### src/rtl/tick_timer_pkg.sv
package tick_timer_pkg;

    localparam int DATA_W = 32;

    localparam logic [7:0] OFF_CTRL  = 8'h10;
    localparam logic [7:0] OFF_RELD  = 8'h14;
    localparam logic [7:0] OFF_LIVE  = 8'h18;
    localparam logic [7:0] OFF_CALIB = 8'h1C;

    localparam int BIT_EN    = 0;
    localparam int BIT_INTEN = 1;
    localparam int BIT_CORE  = 2;
    localparam int BIT_FLAG  = 16;

    typedef enum logic [1:0] {
        ST_IDLE  = 2'd0,
        ST_LOAD  = 2'd1,
        ST_COUNT = 2'd2
    } tmr_state_e;

endpackage

### src/rtl/tick_src_sel.sv
module tick_src_sel (
    input  logic sel_core,
    input  logic core_tick,
    input  logic ref_tick,
    output logic tick
);
    always_comb begin
        tick = sel_core ? core_tick : ref_tick;
    end
endmodule

### src/rtl/tick_core_fsm.sv
module tick_core_fsm
    import tick_timer_pkg::*;
#(
    parameter int CNT_W = 24
) (
    input  logic             clk,
    input  logic             rst_n,
    input  logic             en,
    input  logic             tick,
    input  logic             restart,
    input  logic [CNT_W-1:0] reload,
    output logic [CNT_W-1:0] count,
    output logic             expire,
    output logic             stop
);
    localparam logic [CNT_W-1:0] CNT_ONE = CNT_W'(1);

    tmr_state_e       state_q, state_d;
    logic [CNT_W-1:0] count_q, count_d;
    logic             runs_out;

    always_comb begin
        runs_out = (state_q == ST_COUNT) && en && !restart && tick && (count_q <= CNT_ONE);
    end

    always_comb begin
        state_d = state_q;
        count_d = count_q;
        if (!en) begin
            state_d = ST_IDLE;
            count_d = '0;
        end else if (restart) begin
            state_d = ST_LOAD;
            count_d = '0;
        end else begin
            unique case (state_q)
                ST_IDLE: begin
                    if (tick) begin
                        state_d = ST_COUNT;
                        count_d = reload;
                    end else begin
                        state_d = ST_LOAD;
                    end
                end
                ST_LOAD: begin
                    if (tick) begin
                        state_d = ST_COUNT;
                        count_d = reload;
                    end
                end
                ST_COUNT: begin
                    if (tick) begin
                        if (count_q <= CNT_ONE) begin
                            count_d = '0;
                            state_d = (reload == '0) ? ST_IDLE : ST_LOAD;
                        end else begin
                            count_d = count_q - CNT_ONE;
                        end
                    end
                end
                default: begin
                    state_d = ST_IDLE;
                    count_d = '0;
                end
            endcase
        end
    end

    always_ff @(posedge clk) begin
        if (!rst_n) state_q <= ST_IDLE;
        else        state_q <= state_d;
    end

    always_ff @(posedge clk) begin
        if (!rst_n) count_q <= '0;
        else        count_q <= count_d;
    end

    always_comb begin
        count  = count_q;
        expire = runs_out;
        stop   = runs_out && (reload == '0);
    end

    p_idle_zero_r8: assert property (@(posedge clk) disable iff (!rst_n)
        (state_q == ST_IDLE) |-> (count_q == '0));

    p_hold_no_tick_r9: assert property (@(posedge clk) disable iff (!rst_n)
        (state_q == ST_COUNT && en && !restart && !tick) |=> $stable(count_q));

    p_load_value_r4: assert property (@(posedge clk) disable iff (!rst_n)
        (state_q == ST_LOAD && en && !restart && tick) |=> (count_q == $past(reload)));

    p_stop_idle_r7: assert property (@(posedge clk) disable iff (!rst_n)
        stop |=> (state_q == ST_IDLE));
endmodule

### src/rtl/tick_csr.sv
module tick_csr
    import tick_timer_pkg::*;
#(
    parameter int          CNT_W  = 24,
    parameter int          ADDR_W = 8,
    parameter logic [31:0] CALIB  = 32'd10000
) (
    input  logic              clk,
    input  logic              rst_n,
    input  logic              bus_en,
    input  logic              bus_we,
    input  logic [ADDR_W-1:0] bus_addr,
    input  logic [DATA_W-1:0] bus_wdata,
    output logic [DATA_W-1:0] bus_rdata,
    input  logic [CNT_W-1:0]  count,
    input  logic              expire,
    input  logic              stop,
    output logic              en,
    output logic              sel_core,
    output logic              restart,
    output logic [CNT_W-1:0]  reload,
    output logic              irq
);
    localparam int PAD_W = DATA_W - CNT_W;

    logic             en_q, inten_q, core_q, flag_q, irq_q;
    logic [CNT_W-1:0] reload_q;
    logic             hit_ctrl, hit_reld, hit_live, hit_calib;
    logic             wr_ctrl, wr_reld, rd_ctrl;

    always_comb begin
        hit_ctrl  = (bus_addr == ADDR_W'(OFF_CTRL));
        hit_reld  = (bus_addr == ADDR_W'(OFF_RELD));
        hit_live  = (bus_addr == ADDR_W'(OFF_LIVE));
        hit_calib = (bus_addr == ADDR_W'(OFF_CALIB));
        wr_ctrl   = bus_en &&  bus_we && hit_ctrl;
        wr_reld   = bus_en &&  bus_we && hit_reld;
        rd_ctrl   = bus_en && !bus_we && hit_ctrl;
        restart   = bus_en &&  bus_we && hit_live;
    end

    always_ff @(posedge clk) begin
        if (!rst_n) begin
            en_q    <= 1'b0;
            inten_q <= 1'b0;
            core_q  <= 1'b0;
        end else begin
            if (wr_ctrl) begin
                inten_q <= bus_wdata[BIT_INTEN];
                core_q  <= bus_wdata[BIT_CORE];
            end
            if (stop)         en_q <= 1'b0;
            else if (wr_ctrl) en_q <= bus_wdata[BIT_EN];
        end
    end

    always_ff @(posedge clk) begin
        if (!rst_n)                  flag_q <= 1'b0;
        else if (expire)             flag_q <= 1'b1;
        else if (rd_ctrl || restart) flag_q <= 1'b0;
    end

    always_ff @(posedge clk) begin
        if (!rst_n)       reload_q <= '0;
        else if (wr_reld) reload_q <= bus_wdata[CNT_W-1:0];
    end

    always_ff @(posedge clk) begin
        if (!rst_n) irq_q <= 1'b0;
        else        irq_q <= expire && inten_q;
    end

    always_comb begin
        bus_rdata = '0;
        if (hit_ctrl) begin
            bus_rdata[BIT_EN]    = en_q;
            bus_rdata[BIT_INTEN] = inten_q;
            bus_rdata[BIT_CORE]  = core_q;
            bus_rdata[BIT_FLAG]  = flag_q;
        end else if (hit_reld) begin
            bus_rdata = {{PAD_W{1'b0}}, reload_q};
        end else if (hit_live) begin
            bus_rdata = en_q ? {{PAD_W{1'b0}}, count} : '0;
        end else if (hit_calib) begin
            bus_rdata = CALIB;
        end
    end

    always_comb begin
        en       = en_q;
        sel_core = core_q;
        reload   = reload_q;
        irq      = irq_q;
    end

    p_irq_single_r5: assert property (@(posedge clk) disable iff (!rst_n)
        irq_q |=> !irq_q);

    p_irq_gated_r5: assert property (@(posedge clk) disable iff (!rst_n)
        irq_q |-> $past(inten_q));

    p_irq_flag_r5: assert property (@(posedge clk) disable iff (!rst_n)
        irq_q |-> flag_q);

    p_stop_clears_en_r7: assert property (@(posedge clk) disable iff (!rst_n)
        stop |=> !en_q);
endmodule

### src/rtl/tick_timer.sv
module tick_timer
    import tick_timer_pkg::*;
#(
    parameter int          CNT_W  = 24,
    parameter int          ADDR_W = 8,
    parameter logic [31:0] CALIB  = 32'd10000
) (
    input  logic              clk,
    input  logic              rst_n,
    input  logic              core_tick,
    input  logic              ref_tick,
    input  logic              bus_en,
    input  logic              bus_we,
    input  logic [ADDR_W-1:0] bus_addr,
    input  logic [31:0]       bus_wdata,
    output logic [31:0]       bus_rdata,
    output logic              irq_o
);
    logic             en, sel_core, restart, tick, expire, stop;
    logic [CNT_W-1:0] reload, count;

    tick_src_sel u_src (
        .sel_core  (sel_core),
        .core_tick (core_tick),
        .ref_tick  (ref_tick),
        .tick      (tick)
    );

    tick_core_fsm #(.CNT_W(CNT_W)) u_fsm (
        .clk     (clk),
        .rst_n   (rst_n),
        .en      (en),
        .tick    (tick),
        .restart (restart),
        .reload  (reload),
        .count   (count),
        .expire  (expire),
        .stop    (stop)
    );

    tick_csr #(.CNT_W(CNT_W), .ADDR_W(ADDR_W), .CALIB(CALIB)) u_csr (
        .clk       (clk),
        .rst_n     (rst_n),
        .bus_en    (bus_en),
        .bus_we    (bus_we),
        .bus_addr  (bus_addr),
        .bus_wdata (bus_wdata),
        .bus_rdata (bus_rdata),
        .count     (count),
        .expire    (expire),
        .stop      (stop),
        .en        (en),
        .sel_core  (sel_core),
        .restart   (restart),
        .reload    (reload),
        .irq       (irq_o)
    );

    p_live_zero_off_r8: assert property (@(posedge clk) disable iff (!rst_n)
        (bus_en && !bus_we && bus_addr == ADDR_W'(OFF_LIVE) && !en) |-> (bus_rdata == '0));
endmodule

### config.mk
export PLATFORM = sky130hd
export DESIGN_NAME = tick_timer
export DESIGN_NICKNAME = d
export VERILOG_FILES = /design/src/rtl/tick_timer_pkg.sv /design/src/rtl/tick_src_sel.sv /design/src/rtl/tick_core_fsm.sv /design/src/rtl/tick_csr.sv /design/src/rtl/tick_timer.sv
export SDC_FILE = /design/constraint.sdc
export NUM_CORES = 1
export LEC_CHECK = 0
export ABC_AREA = 0
export BUFFER_PORTS_ARGS = -buffer_cell sky130_fd_sc_hd__buf_2
export CAP_MARGIN = 30
export CORE_MARGIN = 2
export CORE_UTILIZATION = 35
export CTS_CLUSTER_SIZE = 30
export DETAILED_ROUTE_END_ITERATION = 12
export GPL_ROUTABILITY_DRIVEN = 0
export GPL_TIMING_DRIVEN = 0
export PLACE_DENSITY = 0.62
export SYNTH_ARGS = -nofsm -noshare
export SYNTH_HDL_FRONTEND = slang
export SYNTH_SLANG_ARGS = --single-unit
### constraint.sdc
create_clock -name clk -period 5.8 [get_ports clk]
set_input_delay 0.29 -clock clk [delete_from_list [all_inputs] [get_ports clk]]
set_output_delay 0.29 -clock clk [all_outputs]
set_load 0.01 [all_outputs]
==> results.sh, run 1 <==
export IMPL_status="completed"
export IMPL_setup_tns_ns=0
export IMPL_preCtsSetupSlack_ns=2.812
export IMPL_holdBufCountCts=0
export IMPL_initial_core_util_pct=35.65
export IMPL_layout_drive_gt1_share_pct=20.12
export IMPL_vias=3520
export IMPL_ys_ff_latch=55
export IMPL_yosysSeqAreaShare_pct=33.91
export IMPL_drc=0
export IMPL_async_flop_share_pct=0
export IMPL_drtIter0Drc=288
export IMPL_final_min_clock_period_ns=2.995
export IMPL_routed_wl_microns=10710
export IMPL_synth_edf_count=0
export IMPL_cts_buffers_inserted=5
export IMPL_synth_area_top_cells="dfxtp_1 34%, nand2_1 8.1%, a21oi_1 7.9%"
export IMPL_critPathSlowestCell="or4b_1"
export IMPL_vias_per_cell=5.789
export IMPL_port_buffers=62
export IMPL_synth_top_area_share_pct=33.91
export IMPL_slowest_delay_ns=0.54
export IMPL_rsz0062_at_grt="false"
export IMPL_syn2layout_area_growth_pct=17.88
export IMPL_slew_violations=0
export IMPL_seq_area_sq_um=1101
export IMPL_hold_violations=0
export IMPL_dp_hpwl_microns=8131
export IMPL_grt_ovfl_total=0
export IMPL_antenna_found_initial=0
export IMPL_drt_pre_antenna_iters=7
export IMPL_netlist_top_cell_by_area="dfxtp_1"
export IMPL_setup_viol=0
export IMPL_coreArea_sq_um=9109
export IMPL_finalPower_mw=0.6555
export IMPL_ios=79
export IMPL_crit_fanout=10
export IMPL_grt_max_degree=20
export IMPL_die_w_microns=100.3
export IMPL_root_buffer="clkbuf_8"
export IMPL_worstSetupEndpointType="output port"
export IMPL_synth_area_sq_um=3247
export IMPL_grt_pass1_wl_microns=17040
export IMPL_cap_violations=0
export IMPL_min_period_over_period_pct=51.64
export IMPL_cellLeakagePower_nw=1.474
export IMPL_cts_tree="built"
export IMPL_nets=544
export IMPL_critPathKind="in2out"
export IMPL_synth_avg_cell_area_sq_um=7.749
export IMPL_ys_types=58
export IMPL_cp_top_family="simple AND/OR/NAND/NOR gates"
export IMPL_clockBufferDepth=2
export IMPL_ys_flop_type="dfxtp_1"
export IMPL_fmax_ghz=0.3339
export IMPL_cts_repair_resized=0
export IMPL_slew_headroom_pct=40.84
export IMPL_drt_wirelength_per_cell_microns=17.62
export IMPL_crit_buf_inv=5
export IMPL_cp_cell_sequence="buf_2 > or4b_1 > or3_1 > clkbuf_1 > buf_2 > nor3b_4 > buf_4 > a22o_1 > buf_2"
export IMPL_fp_dieH_microns=100.3
export IMPL_ys_warnings_count=0
export IMPL_irDropWorstVdd_mv=0.09962
export IMPL_htree_levels=2
export IMPL_clock_latency_ns=0.32
export IMPL_grt_pass1_vias=3392
export IMPL_layout_setup_ws_ns=2.805
export IMPL_row_count=35
export IMPL_num_antenna_cells=0
export IMPL_syn_inst=419
export IMPL_cts_sinks=55
export IMPL_clock_skew_ns=0.01623
export IMPL_crit_path_frequent_cell="buf_2"
export IMPL_postCtsSetupBuffers=0
export IMPL_hold_path_class="in2reg"
export IMPL_worst_pin_slew_ns=0.8793
export IMPL_ant_nets=0
export IMPL_powerDensity_nw_per_um2=171.3
export IMPL_clk_pin_slew_ns=0.11
export IMPL_multi_input_area_sq_um=1927
export IMPL_crit_required_ns=5.51
export IMPL_dieArea_sq_um=10060
export IMPL_nFillCells=969
export IMPL_grt_use_total_pct=21.30
export IMPL_crit_path_start_kind="primary input"
export IMPL_arrival_ns=2.71
per-layer routing:
layer / part of all wire [%] / vias to the layer above / track usage (%)
li1: - / 1694 / -
met1: 43 / 1642 / 28.09
met2: 47 / 168 / 35.88
met3: 8.0 / 16 / 3.064
met4: 1.8 / 0 / 6.849
met5: 0 / - / 0
report_power, final:
group          leakage [nW]  switching, mW  internal [mW]  total, mW
combinational         0.981         0.0258         0.0172     0.0430
clock                0.0502          0.145         0.0901      0.235
sequential            0.443       0.000197          0.378      0.378
sequential cells by signal (all words and copies together) (netlist names):
signal / cells
u_csr.en: 1
u_csr.flag_q: 1
u_csr.inten_q: 1
u_csr.irq: 1
u_csr.reload: 24
u_csr.sel_core: 1
u_fsm.count: 24
u_fsm.state_q: 2
tightest hold or removal path, cell delays in order:
cell and delay [ns]:
buf_2 0.09, nand2_1 0.04, a21oi_1 0.05
cell usage after synthesis, drive strengths merged (3+ instances only):
master / number
o21ai: 13
nand3: 8
a31oi: 5
xor2: 4
nor4: 20
inv: 10
nand4: 4
or3: 9
o22ai: 3
a21oi: 51
o31ai: 3
dfxtp: 55
or4: 5
nor3: 13
xnor2: 3
a222oi: 7
a22o: 16
and3: 3
nand2b: 5
buf: 18
clkbuf: 20
mux2i: 5
a22oi: 12
a211oi: 4
nand2: 70
nor2: 20
stage by stage:
step                utilization (%)  hold WS (ns)  cell area (sq um)  std cells
floorplan                         -        0.4075               3273        426
global route                  42.02        0.1867               3827        608
finish                        42.02        0.1941               3827        608
global placement              40.87        0.4801               3722        599
detailed placement            40.95        0.4794               3730        600
CTS                           42.02        0.1881               3827        608
cell usage in the layout (no fill, tap or decap), drive strengths merged, types with 3 or more instances in the layout:
master / count
nand2b: 5
clkbuf: 25
and3: 3
a211oi: 4
a22oi: 12
nor4: 20
buf: 81
dfxtp: 55
o22ai: 3
a222oi: 7
nand4: 4
xnor2: 3
or3: 9
o31ai: 3
xor2: 4
a31oi: 5
clkinv: 4
nor3: 13
mux2i: 5
conb: 8
nor2: 20
a22o: 16
a21oi: 51
o21ai: 13
nand2: 70
or4: 5
nand3: 8
inv: 11
worst paths after layout:
kind	from	cells after the start	slack (ns)	endpoint
setup / recovery	bus_addr[5]	9	2.80	bus_rdata[20]
hold / removal	bus_wdata[6]	3	0.19	u_csr.reload[6]$_SDFFE_PN0P_
setup reg to reg	u_fsm.count[1]$_SDFFE_PP0P_	8	3.09	u_fsm.count[14]$_SDFFE_PP0P_
hold reg to reg	u_csr.inten_q$_SDFFE_PN0P_	2	0.50	u_csr.irq$_SDFF_PN0_
area by class of cell:
type                            instances  share of cell area (%)
Timing Repair Buffer                   63                   8.303
Sequential cell                        55                   28.77
Inverter                               12                   1.177
Clock inverter                          3                  0.7519
Clock buffer                            5                   1.798
Tap cell                              111                   3.629
Buffer                                 38                   5.230
Multi-Input combinational cell        321                   50.34
kinds of logic after synthesis:
group	synth area share [%]
AO/OA/AOI/OAI	27.01
XOR/XNOR	1.888
adder cells (fa/ha/maj)	0.7706
buffers and inverters	7.553
AND/OR/NAND/NOR	26.86
other	0.1155
multiplexers	1.888
flip-flops	33.91
Note: power is estimated with default switching activity, not from simulation.
==> run 2: changes to the inputs <==
==> constraint.sdc (replaced) <==
create_clock -name clk -period 2.8 [get_ports clk]
set_input_delay 0.14 -clock clk [delete_from_list [all_inputs] [get_ports clk]]
set_output_delay 0.14 -clock clk [all_outputs]
set_load 0.01 [all_outputs]
==> results.sh, run 2 (synthesis gave the netlist of run 1 again) <==
export IMPL_grt_use_total_pct=21.30
export IMPL_critPathKind="in2out"
export IMPL_irDropWorstVdd_mv=0.2053
export IMPL_dp_cells=600
export IMPL_htree_levels=2
export IMPL_status="completed"
export IMPL_dp_hpwl_microns=8131
export IMPL_layout_setup_ws_ns=0.2371
export IMPL_route_met3_wl_microns=732
export IMPL_wl_met2_microns=5191
export IMPL_combinationalPowerShare_pct=6.6
export IMPL_cp_cell_sequence="buf_2 > or4b_1 > nor4_2 > buf_4 > clkbuf_1 > a222oi_1 > inv_1 > buf_2"
export IMPL_worst_pin_slew_ns=0.6934
export IMPL_ff2ff_path_depth=7
export IMPL_hold_violations=0
export IMPL_drc=0
export IMPL_grt_pass1_wl_microns=17040
export IMPL_hold_path_class="in2reg"
export IMPL_fp_dieH_microns=100.3
export IMPL_placed_area_sq_um=3730
export IMPL_cap_violations=0
export IMPL_fin_cells=610
export IMPL_setup_viol=0
export IMPL_grt_ovfl_total=0
export IMPL_coreArea_sq_um=9109
export IMPL_slowest_delay_ns=0.55
export IMPL_crit_start="bus_addr[5]"
export IMPL_drt_pre_antenna_iters=6
export IMPL_grt_max_degree=20
export IMPL_drt_wirelength_per_cell_microns=17.80
export IMPL_cts_buffers_inserted=5
export IMPL_row_count=35
export IMPL_ios=79
export IMPL_grt_pass1_vias=3392
export IMPL_top_layer_used="met4"
export IMPL_nets=546
export IMPL_arrival_ns=2.42
export IMPL_worstReg2RegStart="u_fsm.count[16]$_SDFFE_PP0P_"
export IMPL_crit_fanout=10
export IMPL_p_int_mw=1.004
export IMPL_critPathSlowestCell="nor4_2"
export IMPL_clock_latency_ns=0.32
export IMPL_holdCritStartpoint="bus_wdata[6]"
export IMPL_clock_skew_ns=0.01500
export IMPL_syn2layout_area_growth_pct=19.19
export IMPL_design_area_sq_um=3870
export IMPL_root_buffer="clkbuf_8"
export IMPL_final_min_clock_period_ns=2.563
export IMPL_min_period_over_period_pct=91.53
export IMPL_initial_core_util_pct=35.65
export IMPL_crit_path_start_kind="primary input"
export IMPL_worstSetupEndpointType="output port"
export IMPL_preCtsSetupSlack_ns=0.1125
export IMPL_fmax_ghz=0.3902
export IMPL_crit_buf_inv=5
export IMPL_clockBufferDepth=2
export IMPL_vias_per_cell=5.782
export IMPL_crit_required_ns=2.66
export IMPL_cts_tree="built"
export IMPL_final_common_cell="nand2_1"
export IMPL_drtIter0Drc=270
export IMPL_slew_headroom_pct=53.60
export IMPL_die_w_microns=100.3
export IMPL_powerDensity_nw_per_um2=350.7
export IMPL_p_sw_share_pct=26.00
export IMPL_num_antenna_cells=0
export IMPL_clk_pin_slew_ns=0.11
export IMPL_fin_hold_ws_ns=0.04205
export IMPL_clkPwrFrac_pct=35.7
export IMPL_ant_nets=0
export IMPL_power_switching_mw=0.3530
export IMPL_layout_drive_gt1_share_pct=20.64
export IMPL_antenna_found_initial=0
export IMPL_rsz0062_at_grt="false"
export IMPL_utilization_pct=42.49
export IMPL_crit_path_frequent_cell="buf_2"
export IMPL_cts_sinks=55
export IMPL_drt_met1_wl_microns=4698
export IMPL_vias=3527
export IMPL_cellLeakagePower_nw=1.495
export IMPL_cp_top_family="simple AND/OR/NAND/NOR gates"
export IMPL_pwr_share_seq_pct=57.7
export IMPL_final_cell_mix="70 x nand2_1, 69 x buf_2, 55 x dfxtp_1"
export IMPL_port_buffers=62
export IMPL_min_delay_path_depth=3
export IMPL_routed_wl_microns=10860
export IMPL_path_depth=8
export IMPL_dieArea_sq_um=10060
export IMPL_slew_violations=0
[run 2: changes by cell type in the layout (fill, tap and decap cells not counted)]
cell,delta
nor4_1,-1
buf_12,+1
nor4_4,+1
buf_4,+1
[run 2: what timing repair did]
| item | in CTS | in global routing |
|---|---|---|
| hold buffers | 0 | 0 |
| buffers inserted | 0 | 2 |
| gates resized for setup | 0 | 2 |
| endpoints found under the setup margin | 0 | 11 |
[run 2: layer usage]
metal  up-vias  GRT usage (%)
li1       1701              -
met1      1666          28.09
met2       142          35.88
met3        18          3.064
met4         0          6.849
met5         -              0
[run 2: worst paths after layout]
kind         slack [ns]                            to
max reg2reg        0.27  u_fsm.count[19]$_SDFFE_PP0P_
max                0.24                  bus_rdata[2]
min reg2reg        0.50          u_csr.irq$_SDFF_PN0_
min                0.04  u_csr.reload[6]$_SDFFE_PN0P_
[run 2: final cells by class]
cell class	instances	area, sq um
timing repair buffer	65	345.3
fill	968	5239
clock buffer	5	68.82
sequential	55	1101
inverter	12	45.04
buffer	38	200.2
clock inverter	3	28.78
tap	111	138.9
multi-input combinational	321	1942
[run 2: worst min-delay path, stage by stage]
cell and delay [ns]:
buf_2 0.09, nand2_1 0.04, a21oi_1 0.05
[run 2: power by group through the flow]
| stage | Clock [mW] | Sequential, mW | Combinational (mW) |
|---|---|---|---|
| 3_5_place_dp | 0 | 0.800 | 0.0870 |
| 5_1_grt | 0.526 | 0.783 | 0.0971 |
| 3_3_place_gp | 0 | 0.800 | 0.0862 |
| 6_report | 0.485 | 0.783 | 0.0895 |
| 2_1_floorplan | 0 | 0.800 | 0.0441 |
| 4_1_cts | 0.497 | 0.783 | 0.0873 |
[run 2: per-stage QoR]
step	TNS, ns	total power [mW]
floorplan	0	0.8444
global placement	-2.866	0.8867
detailed placement	0	0.8875
CTS	0	1.366
global route	0	1.406
finish	0	1.357
==> run 3: changes to the inputs <==
--- a/config.mk
+++ b/config.mk
@@ -9,12 +9,12 @@
 export BUFFER_PORTS_ARGS = -buffer_cell sky130_fd_sc_hd__buf_2
 export CAP_MARGIN = 30
 export CORE_MARGIN = 2
-export CORE_UTILIZATION = 35
+export CORE_UTILIZATION = 45
 export CTS_CLUSTER_SIZE = 30
 export DETAILED_ROUTE_END_ITERATION = 12
 export GPL_ROUTABILITY_DRIVEN = 0
 export GPL_TIMING_DRIVEN = 0
-export PLACE_DENSITY = 0.62
+export PLACE_DENSITY = 0.75
 export SYNTH_ARGS = -nofsm -noshare
 export SYNTH_HDL_FRONTEND = slang
 export SYNTH_SLANG_ARGS = --single-unit
==> results.sh, run 3 (synthesis gave the netlist of run 1 again) <==
export IMPL_status="completed"
export IMPL_endpoint="bus_rdata[1]"
export IMPL_ff2ff_path_depth=7
export IMPL_nets=548
export IMPL_dp_cells=585
export IMPL_rsz0062_at_grt="false"
export IMPL_critPathSlowestCell="nor4_2"
export IMPL_layout_setup_ws_ns=0.1591
export IMPL_drt_wirelength_per_cell_microns=17.30
export IMPL_hold_path_class="in2reg"
export IMPL_vias_per_cell=6.045
export IMPL_grt_pass1_vias=3231
export IMPL_worstSetupEndpointType="output port"
export IMPL_crit_start="bus_addr[5]"
export IMPL_arrival_ns=2.50
export IMPL_ios=79
export IMPL_crit_path_frequent_cell="buf_2"
export IMPL_finalPower_mw=1.449
export IMPL_powerDensity_nw_per_um2=374.0
export IMPL_worst_pin_slew_ns=0.6879
export IMPL_hold_violations=0
export IMPL_clock_latency_ns=0.32
export IMPL_vias=3609
export IMPL_cts_buffers_inserted=5
export IMPL_crit_fanout=10
export IMPL_dieArea_sq_um=7910
export IMPL_grt_pass1_wl_microns=16230
export IMPL_setup_viol=0
export IMPL_nFillCells=712
export IMPL_antenna_found_initial=0
export IMPL_drtIter0Drc=271
export IMPL_min_period_over_period_pct=94.32
export IMPL_clockBufferDepth=2
export IMPL_crit_path_start_kind="primary input"
export IMPL_drc=0
export IMPL_cap_violations=0
export IMPL_r2r_end="u_fsm.count[19]$_SDFFE_PP0P_"
export IMPL_grt_ovfl_total=0
export IMPL_grt_use_total_pct=26.52
export IMPL_slowest_delay_ns=0.57
export IMPL_preCtsSetupSlack_ns=0.1631
export IMPL_initial_core_util_pct=47.01
export IMPL_drt_pre_antenna_iters=6
export IMPL_cts_tree="built"
export IMPL_dp_hpwl_microns=7615
export IMPL_clock_skew_ns=0.004837
export IMPL_cp_cell_sequence="buf_2 > or4b_1 > nor4_2 > buf_4 > clkbuf_1 > a222oi_1 > inv_1 > buf_2"
export IMPL_slew_violations=0
export IMPL_final_min_clock_period_ns=2.641
export IMPL_slew_headroom_pct=53.72
export IMPL_cellLeakagePower_nw=1.514
export IMPL_ant_nets=0
export IMPL_final_common_cell="nand2_1"
export IMPL_routed_wl_microns=10330
export IMPL_syn2layout_area_growth_pct=19.35
export IMPL_irDropWorstVdd_mv=0.3021
export IMPL_fin_hold_ws_ns=0.03733
export IMPL_root_buffer="clkbuf_8"
export IMPL_r2r_slack_ns=0.26
export IMPL_critPathKind="in2out"
export IMPL_holdBufCountCts=0
export IMPL_clk_pin_slew_ns=0.11
export IMPL_final_cell_mix="70 x nand2_1, 69 x buf_2, 55 x dfxtp_1"
export IMPL_coreArea_sq_um=6907
export IMPL_num_antenna_cells=0
export IMPL_die_w_microns=88.94
export IMPL_layout_drive_gt1_share_pct=20.96
export IMPL_crit_required_ns=2.66
export IMPL_cts_sinks=55
export IMPL_fin_cells=597
export IMPL_row_count=30
export IMPL_worstReg2RegStart="u_fsm.count[16]$_SDFFE_PP0P_"
export IMPL_fmax_ghz=0.3787
export IMPL_port_buffers=62
export IMPL_fp_dieH_microns=88.94
export IMPL_htree_levels=2
export IMPL_grt_max_degree=20
## run 3: changes by cell type in the layout (fill, tap and decap cells not counted)
cell,change
buf_12,-1
buf_4,+3
clkinv_4,-2
inv_6,+1
bufinv_16,+1
## run 3: report_power, final
group / internal, mW / switching (mW)
sequential: 0.782 / 0.000422
clock: 0.277 / 0.301
combinational: 0.0357 / 0.0528
total: 1.09 / 0.355
## run 3: worst max-delay path, delay by kind of cell
kind                   cells  cell delay (ns)
and+or+nand+nor            2             1.11
buffers and inverters      5             1.07
AOI/OAI and AO/OA          1             0.18
## run 3: routing by layer
layer	share of wire [%]	routed length [microns]	vias to the layer above	global-route usage, %
li1	-	-	1708	-
met1	42	4349	1678	36.65
met2	47	4847	196	42.94
met3	8.9	921	27	3.878
met4	2.1	213	0	8.412
met5	0	0	-	0
## run 3: layout make-up
class                      instances  area, sq um  share of cell area, %
buffer                            38        200.2                  5.166
sequential                        55         1101                  28.41
clock inverter                     3        50.05                  1.292
tap                               96        120.1                  3.100
clock buffer                       5        68.82                  1.776
inverter                          12        45.04                  1.162
multi-input combinational        321         1942                  50.11
timing repair buffer              67        347.8                  8.976
## run 3: worst min-delay path by stage
stage / from / to / slack, ns / cells past startpoint
6_report: bus_wdata[13] / u_csr.reload[13]$_SDFFE_PN0P_ / 0.04 / 3
5_1_grt: bus_wdata[22] / u_csr.reload[22]$_SDFFE_PN0P_ / 0.03 / 3
4_1_cts: bus_wdata[13] / u_csr.reload[13]$_SDFFE_PN0P_ / 0.04 / 3
3_5_place_dp: bus_wdata[13] / u_csr.reload[13]$_SDFFE_PN0P_ / 0.39 / 3
3_3_place_gp: bus_wdata[8] / u_csr.reload[8]$_SDFFE_PN0P_ / 0.38 / 3
2_1_floorplan: rst_n / u_csr.flag_q$_SDFFE_PN0P_ / 0.26 / 1
## run 3: what timing repair did
| item | 4_1_cts | 5_1_grt |
|---|---|---|
| setup buffers | 0 | 4 |
| setup endpoints to repair | 0 | 8 |
| resized for setup | 0 | 2 |
## run 3: through the flow
stage / cell area (sq um) / TNS (ns) / util, %
after floorplan: 3273 / 0 / -
after global placement: 3704 / -0.09281 / 53.62
after detailed placement: 3711 / 0 / 53.73
after CTS: 3830 / 0 / 55.45
after global routing: 3875 / 0 / 56.11
final: 3875 / 0 / 56.11
